<file path="config.mk">
export PLATFORM = sky130hd
export DESIGN_NAME = win_burst_writer
export DESIGN_NICKNAME = d
export VERILOG_FILES = /design/src/rtl/wbw_pkg.sv /design/src/rtl/wbw_datapath.sv /design/src/rtl/wbw_control.sv /design/src/rtl/win_burst_writer.sv
export SDC_FILE = /design/constraint.sdc
export NUM_CORES = 1
export LEC_CHECK = 0
export BUFFER_PORTS_ARGS = -buffer_cell sky130_fd_sc_hd__buf_4
export CORE_ASPECT_RATIO = 1.4
export CORE_MARGIN = 2
export CORE_UTILIZATION = 53
export CTS_CLUSTER_SIZE = 25
export DETAILED_ROUTE_END_ITERATION = 10
export PLACE_DENSITY = 0.91
export SLEW_MARGIN = 20
export SYNTH_ARGS = -nofsm -noshare
export SYNTH_HDL_FRONTEND = slang
export SYNTH_SLANG_ARGS = --single-unit
</file>
<file path="constraint.sdc">
create_clock -name clk -period 8.15 [get_ports clk]
set_clock_uncertainty 0.1 [all_clocks]
set_input_delay 1.63 -clock clk [delete_from_list [all_inputs] [get_ports clk]]
set_output_delay 1.63 -clock clk [all_outputs]
set_load 0.01 [all_outputs]
</file>
<file path="src/rtl/wbw_pkg.sv">
package wbw_pkg;

  typedef enum logic [1:0] {
    ST_IDLE  = 2'd0,
    ST_SEND  = 2'd1,
    ST_WAITB = 2'd2,
    ST_DONE  = 2'd3
  } wbwState_t;

  // strobes from control to datapath
  typedef struct packed {
    logic loadReq;
    logic reject;
    logic awFire;
    logic wFire;
    logic bFire;
  } wbwCtl_t;

  function automatic logic [3:0] clampQos(input int level);
    return (level > 7) ? 4'd7 : 4'(level);
  endfunction

endpackage

</file>
<file path="src/rtl/wbw_datapath.sv">
module wbw_datapath
  import wbw_pkg::*;
#(
  parameter int DATA_W = 32
) (
  input  logic        clk,
  input  logic        rstN,
  input  logic [31:0] winBase,
  input  logic [31:0] winSize,
  input  logic [31:0] reqOffset,
  input  logic [7:0]  reqBeatsM1,
  input  logic [1:0]  bresp,
  input  wbwCtl_t     ctl,
  output logic [31:0] awAddr,
  output logic [7:0]  awLen,
  output logic        inWindow,
  output logic        awSent,
  output logic        allSent,
  output logic        lastBeat,
  output logic        doneRangeErr,
  output logic        doneBusErr,
  output logic [1:0]  doneResp
);

  localparam int BPB      = DATA_W / 8;
  localparam int SIZE_LOG = $clog2(BPB);

  logic [8:0]  reqBeats;
  logic [33:0] reqBytes;
  logic [33:0] reqEnd;
  logic        reqAligned;
  logic [7:0]  beatCnt;

  assign reqBeats   = {1'b0, reqBeatsM1} + 9'd1;
  assign reqBytes   = {25'd0, reqBeats} << SIZE_LOG;
  assign reqEnd     = {2'b00, reqOffset} + reqBytes;
  assign reqAligned = (reqOffset & 32'(BPB - 1)) == 32'd0;
  assign inWindow   = reqAligned && (reqEnd <= {2'b00, winSize});
  assign lastBeat   = (beatCnt == awLen);

  always_ff @(posedge clk) begin
    if (!rstN) begin
      awAddr  <= '0;
      awLen   <= '0;
      beatCnt <= '0;
      awSent  <= 1'b0;
      allSent <= 1'b0;
    end else if (ctl.loadReq) begin
      awAddr  <= winBase + reqOffset;
      awLen   <= reqBeatsM1;
      beatCnt <= '0;
      awSent  <= 1'b0;
      allSent <= 1'b0;
    end else begin
      if (ctl.awFire) awSent <= 1'b1;
      if (ctl.wFire) begin
        beatCnt <= beatCnt + 8'd1;
        if (lastBeat) allSent <= 1'b1;
      end
    end
  end

  always_ff @(posedge clk) begin
    if (!rstN) begin
      doneRangeErr <= 1'b0;
      doneBusErr   <= 1'b0;
      doneResp     <= 2'b00;
    end else if (ctl.reject) begin
      doneRangeErr <= 1'b1;
      doneBusErr   <= 1'b0;
      doneResp     <= 2'b00;
    end else if (ctl.loadReq) begin
      doneRangeErr <= 1'b0;
      doneBusErr   <= 1'b0;
      doneResp     <= 2'b00;
    end else if (ctl.bFire) begin
      doneBusErr <= (bresp != 2'b00);
      doneResp   <= bresp;
    end
  end


  beat_count_chk: assert property (@(posedge clk) disable iff (!rstN)
    ctl.wFire && allSent |-> 1'b0);

endmodule

</file>
<file path="src/rtl/wbw_control.sv">
module wbw_control
  import wbw_pkg::*;
(
  input  logic    clk,
  input  logic    rstN,
  input  logic    reqValid,
  input  logic    inWindow,
  input  logic    awSent,
  input  logic    allSent,
  input  logic    lastBeat,
  input  logic    awReady,
  input  logic    dataValid,
  input  logic    wReady,
  input  logic    bValid,
  output logic    reqReady,
  output logic    awValid,
  output logic    wValid,
  output logic    dataReady,
  output logic    wLast,
  output logic    bReady,
  output logic    doneValid,
  output wbwCtl_t ctl
);

  wbwState_t state, stateNext;
  logic      wActive;
  logic      addrDone;
  logic      dataDone;

  assign reqReady  = (state == ST_IDLE);
  assign awValid   = (state == ST_SEND) && !awSent;
  assign wActive   = (state == ST_SEND) && !allSent;
  assign wValid    = dataValid && wActive;
  assign dataReady = wReady && wActive;
  assign wLast     = wActive && lastBeat;
  assign bReady    = (state == ST_WAITB);
  assign doneValid = (state == ST_DONE);

  always_comb begin
    ctl         = '0;
    ctl.loadReq = reqReady && reqValid && inWindow;
    ctl.reject  = reqReady && reqValid && !inWindow;
    ctl.awFire  = awValid && awReady;
    ctl.wFire   = wValid && wReady;
    ctl.bFire   = bReady && bValid;
  end

  assign addrDone = awSent || ctl.awFire;
  assign dataDone = allSent || (ctl.wFire && lastBeat);

  always_comb begin
    stateNext = state;
    unique case (state)
      ST_IDLE: begin
        if (ctl.loadReq)     stateNext = ST_SEND;
        else if (ctl.reject) stateNext = ST_DONE;
      end
      ST_SEND:  if (addrDone && dataDone) stateNext = ST_WAITB;
      ST_WAITB: if (ctl.bFire) stateNext = ST_DONE;
      ST_DONE:  stateNext = ST_IDLE;
      default:  stateNext = ST_IDLE;
    endcase
  end

  always_ff @(posedge clk) begin
    if (!rstN) state <= ST_IDLE;
    else       state <= stateNext;
  end


  done_pulse_chk: assert property (@(posedge clk) disable iff (!rstN)
    doneValid |=> !doneValid && reqReady);


  last_beat_chk: assert property (@(posedge clk) disable iff (!rstN)
    wValid && wReady && wLast |=> !wValid);


  resp_order_chk: assert property (@(posedge clk) disable iff (!rstN)
    bReady |-> !awValid && !wValid);

endmodule

</file>
<file path="src/rtl/win_burst_writer.sv">
module win_burst_writer
  import wbw_pkg::*;
#(
  parameter int         DATA_W     = 32,
  parameter logic [3:0] CACHE_ATTR = 4'b0011,
  parameter logic [2:0] PROT_ATTR  = 3'b000,
  parameter int         QOS_LEVEL  = 2
) (
  input  logic                clk,
  input  logic                rstN,
  input  logic [31:0]         winBase,
  input  logic [31:0]         winSize,
  input  logic                reqValid,
  output logic                reqReady,
  input  logic [31:0]         reqOffset,
  input  logic [7:0]          reqBeatsM1,
  input  logic                dataValid,
  output logic                dataReady,
  input  logic [DATA_W-1:0]   dataWord,
  input  logic [DATA_W/8-1:0] dataStrb,
  output logic                doneValid,
  output logic                doneRangeErr,
  output logic                doneBusErr,
  output logic [1:0]          doneResp,
  output logic [31:0]         awaddr,
  output logic [7:0]          awlen,
  output logic [2:0]          awsize,
  output logic [1:0]          awburst,
  output logic                awlock,
  output logic [3:0]          awcache,
  output logic [2:0]          awprot,
  output logic [3:0]          awqos,
  output logic                awvalid,
  input  logic                awready,
  output logic [DATA_W-1:0]   wdata,
  output logic [DATA_W/8-1:0] wstrb,
  output logic                wlast,
  output logic                wvalid,
  input  logic                wready,
  input  logic [1:0]          bresp,
  input  logic                bvalid,
  output logic                bready
);

  localparam int         BPB      = DATA_W / 8;
  localparam int         SIZE_LOG = $clog2(BPB);
  localparam logic [3:0] QOS_USE  = clampQos(QOS_LEVEL);

  wbwCtl_t ctl;
  logic    inWindow;
  logic    awSent;
  logic    allSent;
  logic    lastBeat;

  wbw_datapath #(.DATA_W(DATA_W)) uDatapath (
    .clk          (clk),
    .rstN         (rstN),
    .winBase      (winBase),
    .winSize      (winSize),
    .reqOffset    (reqOffset),
    .reqBeatsM1   (reqBeatsM1),
    .bresp        (bresp),
    .ctl          (ctl),
    .awAddr       (awaddr),
    .awLen        (awlen),
    .inWindow     (inWindow),
    .awSent       (awSent),
    .allSent      (allSent),
    .lastBeat     (lastBeat),
    .doneRangeErr (doneRangeErr),
    .doneBusErr   (doneBusErr),
    .doneResp     (doneResp)
  );

  wbw_control uControl (
    .clk       (clk),
    .rstN      (rstN),
    .reqValid  (reqValid),
    .inWindow  (inWindow),
    .awSent    (awSent),
    .allSent   (allSent),
    .lastBeat  (lastBeat),
    .awReady   (awready),
    .dataValid (dataValid),
    .wReady    (wready),
    .bValid    (bvalid),
    .reqReady  (reqReady),
    .awValid   (awvalid),
    .wValid    (wvalid),
    .dataReady (dataReady),
    .wLast     (wlast),
    .bReady    (bready),
    .doneValid (doneValid),
    .ctl       (ctl)
  );

  assign awsize  = 3'(SIZE_LOG);
  assign awburst = 2'b01;
  assign awlock  = 1'b0;
  assign awcache = CACHE_ATTR;
  assign awprot  = PROT_ATTR;
  assign awqos   = QOS_USE;
  assign wdata   = dataWord;
  assign wstrb   = dataStrb;

  logic [33:0] burstEnd;
  assign burstEnd = {2'b00, awaddr - winBase}
                  + ({25'd0, {1'b0, awlen} + 9'd1} << SIZE_LOG);


  in_window_chk: assert property (@(posedge clk) disable iff (!rstN)
    awvalid |-> burstEnd <= {2'b00, winSize});


  aw_hold_chk: assert property (@(posedge clk) disable iff (!rstN)
    awvalid && !awready |=> awvalid && $stable(awaddr));


  reject_fast_chk: assert property (@(posedge clk) disable iff (!rstN)
    doneValid && doneRangeErr |-> $past(reqReady));

endmodule

</file>
==> flow_metrics.py <==
metrics = {
    "worst_setup_path": {
        "crit_arrival_ps": 6840,
        "critical_path.slowest_cell": "o21a_2",
        "critical_path.cell_chain": "buf_4 > ha_1 > ha_1 > a21o_1 > a21oi_1 > o21bai_1 > a21oi_1 > o21ai_1 > a21o_1 > a21oi_1 > nor2_1 > xor2_1 > ha_1 > nand2_1 > nor2_1 > a211oi_1 > o21ai_0 > o41ai_1 > a21o_1 > o21a_2 > buf_4 > mux2i_1 > nor2_1",
        "end_kind": "flip-flop",
        "rr_endpoint": "uDatapath.awAddr[6]",
        "cp_max_fo": 22,
        "r2r-start": "uControl.state[0]",
        "r2r_setup_slack_ps": 4800,
        "worstSetupPathType": "in2reg",
        "start_kind": "primary input",
        "startpoint": "reqBeatsM1[0]",
        "critical_path.max_stage_delay_ps": 500,
        "reg2reg_depth": 10,
        "crit_required_ps": 8210,
        "critical_path.endpoint": "uDatapath.awAddr[6]",
    },
    "placed_design": {
        "dpl.cell_count": 978,
        "io_buffers": 163,
        "post-place-ws_ps": 1143,
        "place.gp.congestion": 0.9214,
        "dp_hpwl_microns": 13320,
    },
    "timing": {
        "slew_headroom_pct": 29.06,
        "finalCriticalPeriod_ps": 6785,
        "tns_ps": 0,
        "fmax_mhz": 147.4,
        "worstMarginPinSlew_ps": 1058,
        "hold_viol_final": 0,
        "rsz0062_at_grt": "false",
        "finalCritPeriodShare_pct": 83.26,
        "setup_viol": 0,
        "setup_slack_ps": 1365,
        "maxSlewViolCount": 0,
    },
    "clocking": {
        "cts_max_level": 2,
        "cts_buffers": 5,
        "cts_tree": "yes",
        "cts_buffer_depth": 2,
        "cts_setup_buffers": 0,
        "cts_resized": 0,
        "hold_buffers": 0,
        "cts_root_buf": "clkbuf_16",
        "cts.sinks": 56,
        "clk_pin_slew_ps": 80,
        "insertion_delay_ps": 300,
    },
    "global_routing": {
        "grt_max_degree": 36,
        "grtUsageMet3_pct": 3.656,
        "grt_pass1_vias": 5525,
        "grt_first_pass_wirelength_microns": 25230,
        "busiest_layer": "met2",
        "track_usage_pct": 26.62,
        "overflow": 0,
        "antenna_found_initial": 0,
        "met2_usage_pct": 49.52,
        "use_met1_pct": 28.18,
    },
    "finish": {
        "area_delta_synth_final_pct": 20.16,
        "multi_input_area_sq_mm": 0.004055,
        "antennaDiodeCount": 0,
        "fill_cells": 918,
        "regArea_sq_mm": 0.001121,
        "stdcell_count": 986,
        "nNetsFinal": 1073,
        "drive_above_1_share_pct": 22.25,
    },
    "detailed_routing": {
        "drc_errors": 0,
        "wire_per_inst_microns": 15.95,
        "dr.pass1.iters": 5,
        "vias": 5439,
        "route.antenna.remaining_nets": 0,
        "vias_per_cell": 5.516,
        "drtIter0Drc": 204,
        "routed_wl_microns": 15730,
    },
    "logic_synthesis": {
        "synth_cells": 723,
        "ys_seq_elements": 56,
        "synth.yosys.seq_area_share_pct": 19.40,
        "synth_edf_count": 0,
        "ys_types": 64,
        "ys_warn_count": 0,
        "synthArstFlopShare_pct": 0,
        "synth-main-ff-cell": "dfxtp_1",
        "syn_area_per_cell_sq_um": 7.992,
        "netlist_area_sq_mm": 0.005778,
    },
    "die": {
        "die_y_microns": 127.5,
        "start_util_pct": 53.73,
        "core_area_sq_mm": 0.01075,
        "top_level_ports": 253,
        "die_w_microns": 92.25,
        "dieArea_sq_mm": 0.01176,
        "rows": 45,
    },
    "min_path": {
        "min_path_type": "reg2reg",
    },
    "pwr": {
        "power_density_mw_per_mm2": 143.4,
        "vdd_drop_max_mv": 0.1823,
        "leakage_nw": 3.400,
        "total_power_uw": 995.3,
    },
    "outcome": {
        "status": "complete, no violations",
    },
    "flow_run": {
        "max_cap_viol_count": 0,
    },
}
registers in the layout, indices dropped and copies added (netlist names), 2 cells and up:
signal / cells
uDatapath.awAddr: 32
uDatapath.awLen: 8
uDatapath.beatCnt: 8
uControl.state: 2
uDatapath.doneResp: 2
worst min path at each step:
stage | start | endpoint | slack, ps | depth (start not counted)
after CTS | uDatapath.doneResp[0] | uDatapath.doneResp[0] | 360 | 2
after global routing | uDatapath.doneResp[0] | uDatapath.doneResp[0] | 380 | 2
after floorplan | uDatapath.awSent | uDatapath.awSent | 360 | 2
after global placement | uDatapath.doneResp[0] | uDatapath.doneResp[0] | 350 | 2
final | uDatapath.doneResp[0] | uDatapath.doneResp[0] | 360 | 2
after detailed placement | uDatapath.doneResp[0] | uDatapath.doneResp[0] | 350 | 2
routing by layer:
layer / share of wire (%) / vias up / wire length (microns)
met3: 5.9 / 79 / 925
met2: 51 / 197 / 8003
met4: 5.8 / 0 / 907
li1: - / 2691 / -
met1: 37 / 2472 / 5889
met5: 0 / - / 0
cells in the final DEF, fill, tap and decap left out, types with 3 or more instances in the layout:
cell type / instances
buf_4: 164
ha_1: 78
nor2_1: 74
dfxtp_1: 56
inv_1: 53
nand2_1: 50
a21oi_1: 47
xnor2_1: 40
xor2_1: 30
mux2i_1: 29
nand3_1: 22
a21o_1: 21
o21ai_0: 18
conb_1: 17
and3_1: 14
o21a_1: 10
nor3_1: 10
o21ai_1: 8
a211oi_1: 8
nand2b_1: 7
nand4_1: 6
nor2b_1: 5
and2_1: 5
nor4_1: 5
or3_1: 5
o22ai_1: 5
clkbuf_16: 5
nor3b_1: 3
and4_1: 3
o31a_1: 3
a21oi_2: 3
power breakdown:
part | switching [mW] | internal [mW] | total [mW] | leakage, nW
clock network | 0.106 | 0.125 | 0.231 | 0.0779
logic | 0.236 | 0.214 | 0.449 | 2.87
registers | 0.0180 | 0.297 | 0.315 | 0.454
total | 0.360 | 0.635 | 0.995 | 3.40
worst max-delay path: cells and delay by family:
| family | cells | cell delay [ps] |
|---|---|---|
| fa+ha+maj | 3 | 890 |
| simple gates | 4 | 320 |
| xor+xnor | 1 | 160 |
| mux | 1 | 250 |
| buf+inv | 2 | 590 |
| compound gates | 12 | 2980 |
final cells by class:
cell class	count	area share (%)
clock buffers	6	2.000
clock inverters	2	0.2523
inverters	54	2.919
multi-input cells	563	58.41
flip-flops and latches	56	16.15
well taps	141	2.541
repair buffers	164	17.73
cell families after synthesis:
kind of cell	count (synthesis)	share of synthesized area, %
AOI/OAI and AO/OA	150	17.82
xor gates and xnor gates	70	10.61
adders and majority gates	80	17.58
buffers and inverters	119	11.41
DFF	56	19.40
muxes	29	5.024
other	2	0.1300
and+or+nand+nor	217	18.02
cell usage after synthesis (6+ instances only):
| cell type | number | area share, % |
|---|---|---|
| nor2_1 | 74 | 4.8 |
| o21a_1 | 11 | 1.4 |
| clkbuf_1 | 7 | 0.45 |
| ha_1 | 78 | 17 |
| a211oi_1 | 8 | 1.0 |
| and3_1 | 14 | 1.5 |
| nand4_1 | 6 | 0.65 |
| dfxtp_1 | 56 | 19 |
| nand2b_1 | 7 | 0.76 |
| xnor2_1 | 40 | 6.1 |
| a21o_1 | 21 | 2.7 |
| nor3_1 | 10 | 0.87 |
| inv_1 | 53 | 3.4 |
| o21ai_1 | 8 | 0.69 |
| mux2i_1 | 29 | 5.0 |
| nand2_1 | 50 | 3.2 |
| o21ai_0 | 18 | 1.6 |
| nand3_1 | 22 | 1.9 |
| buf_4 | 56 | 7.3 |
| xor2_1 | 30 | 4.5 |
| a21oi_1 | 47 | 4.1 |
per-stage QoR:
stage / area, sq um / hold WS, ps / util (%)
after floorplan: 5834 / 359.7 / -
after global routing: 6943 / 383.0 / 64.56
after detailed placement: 6787 / 353.0 / 63.11
final: 6943 / 362.1 / 64.56
after CTS: 6943 / 364.3 / 64.56
after global placement: 6787 / 348.1 / 63.11
No activity file was read; power rests on OpenSTA's default activity.
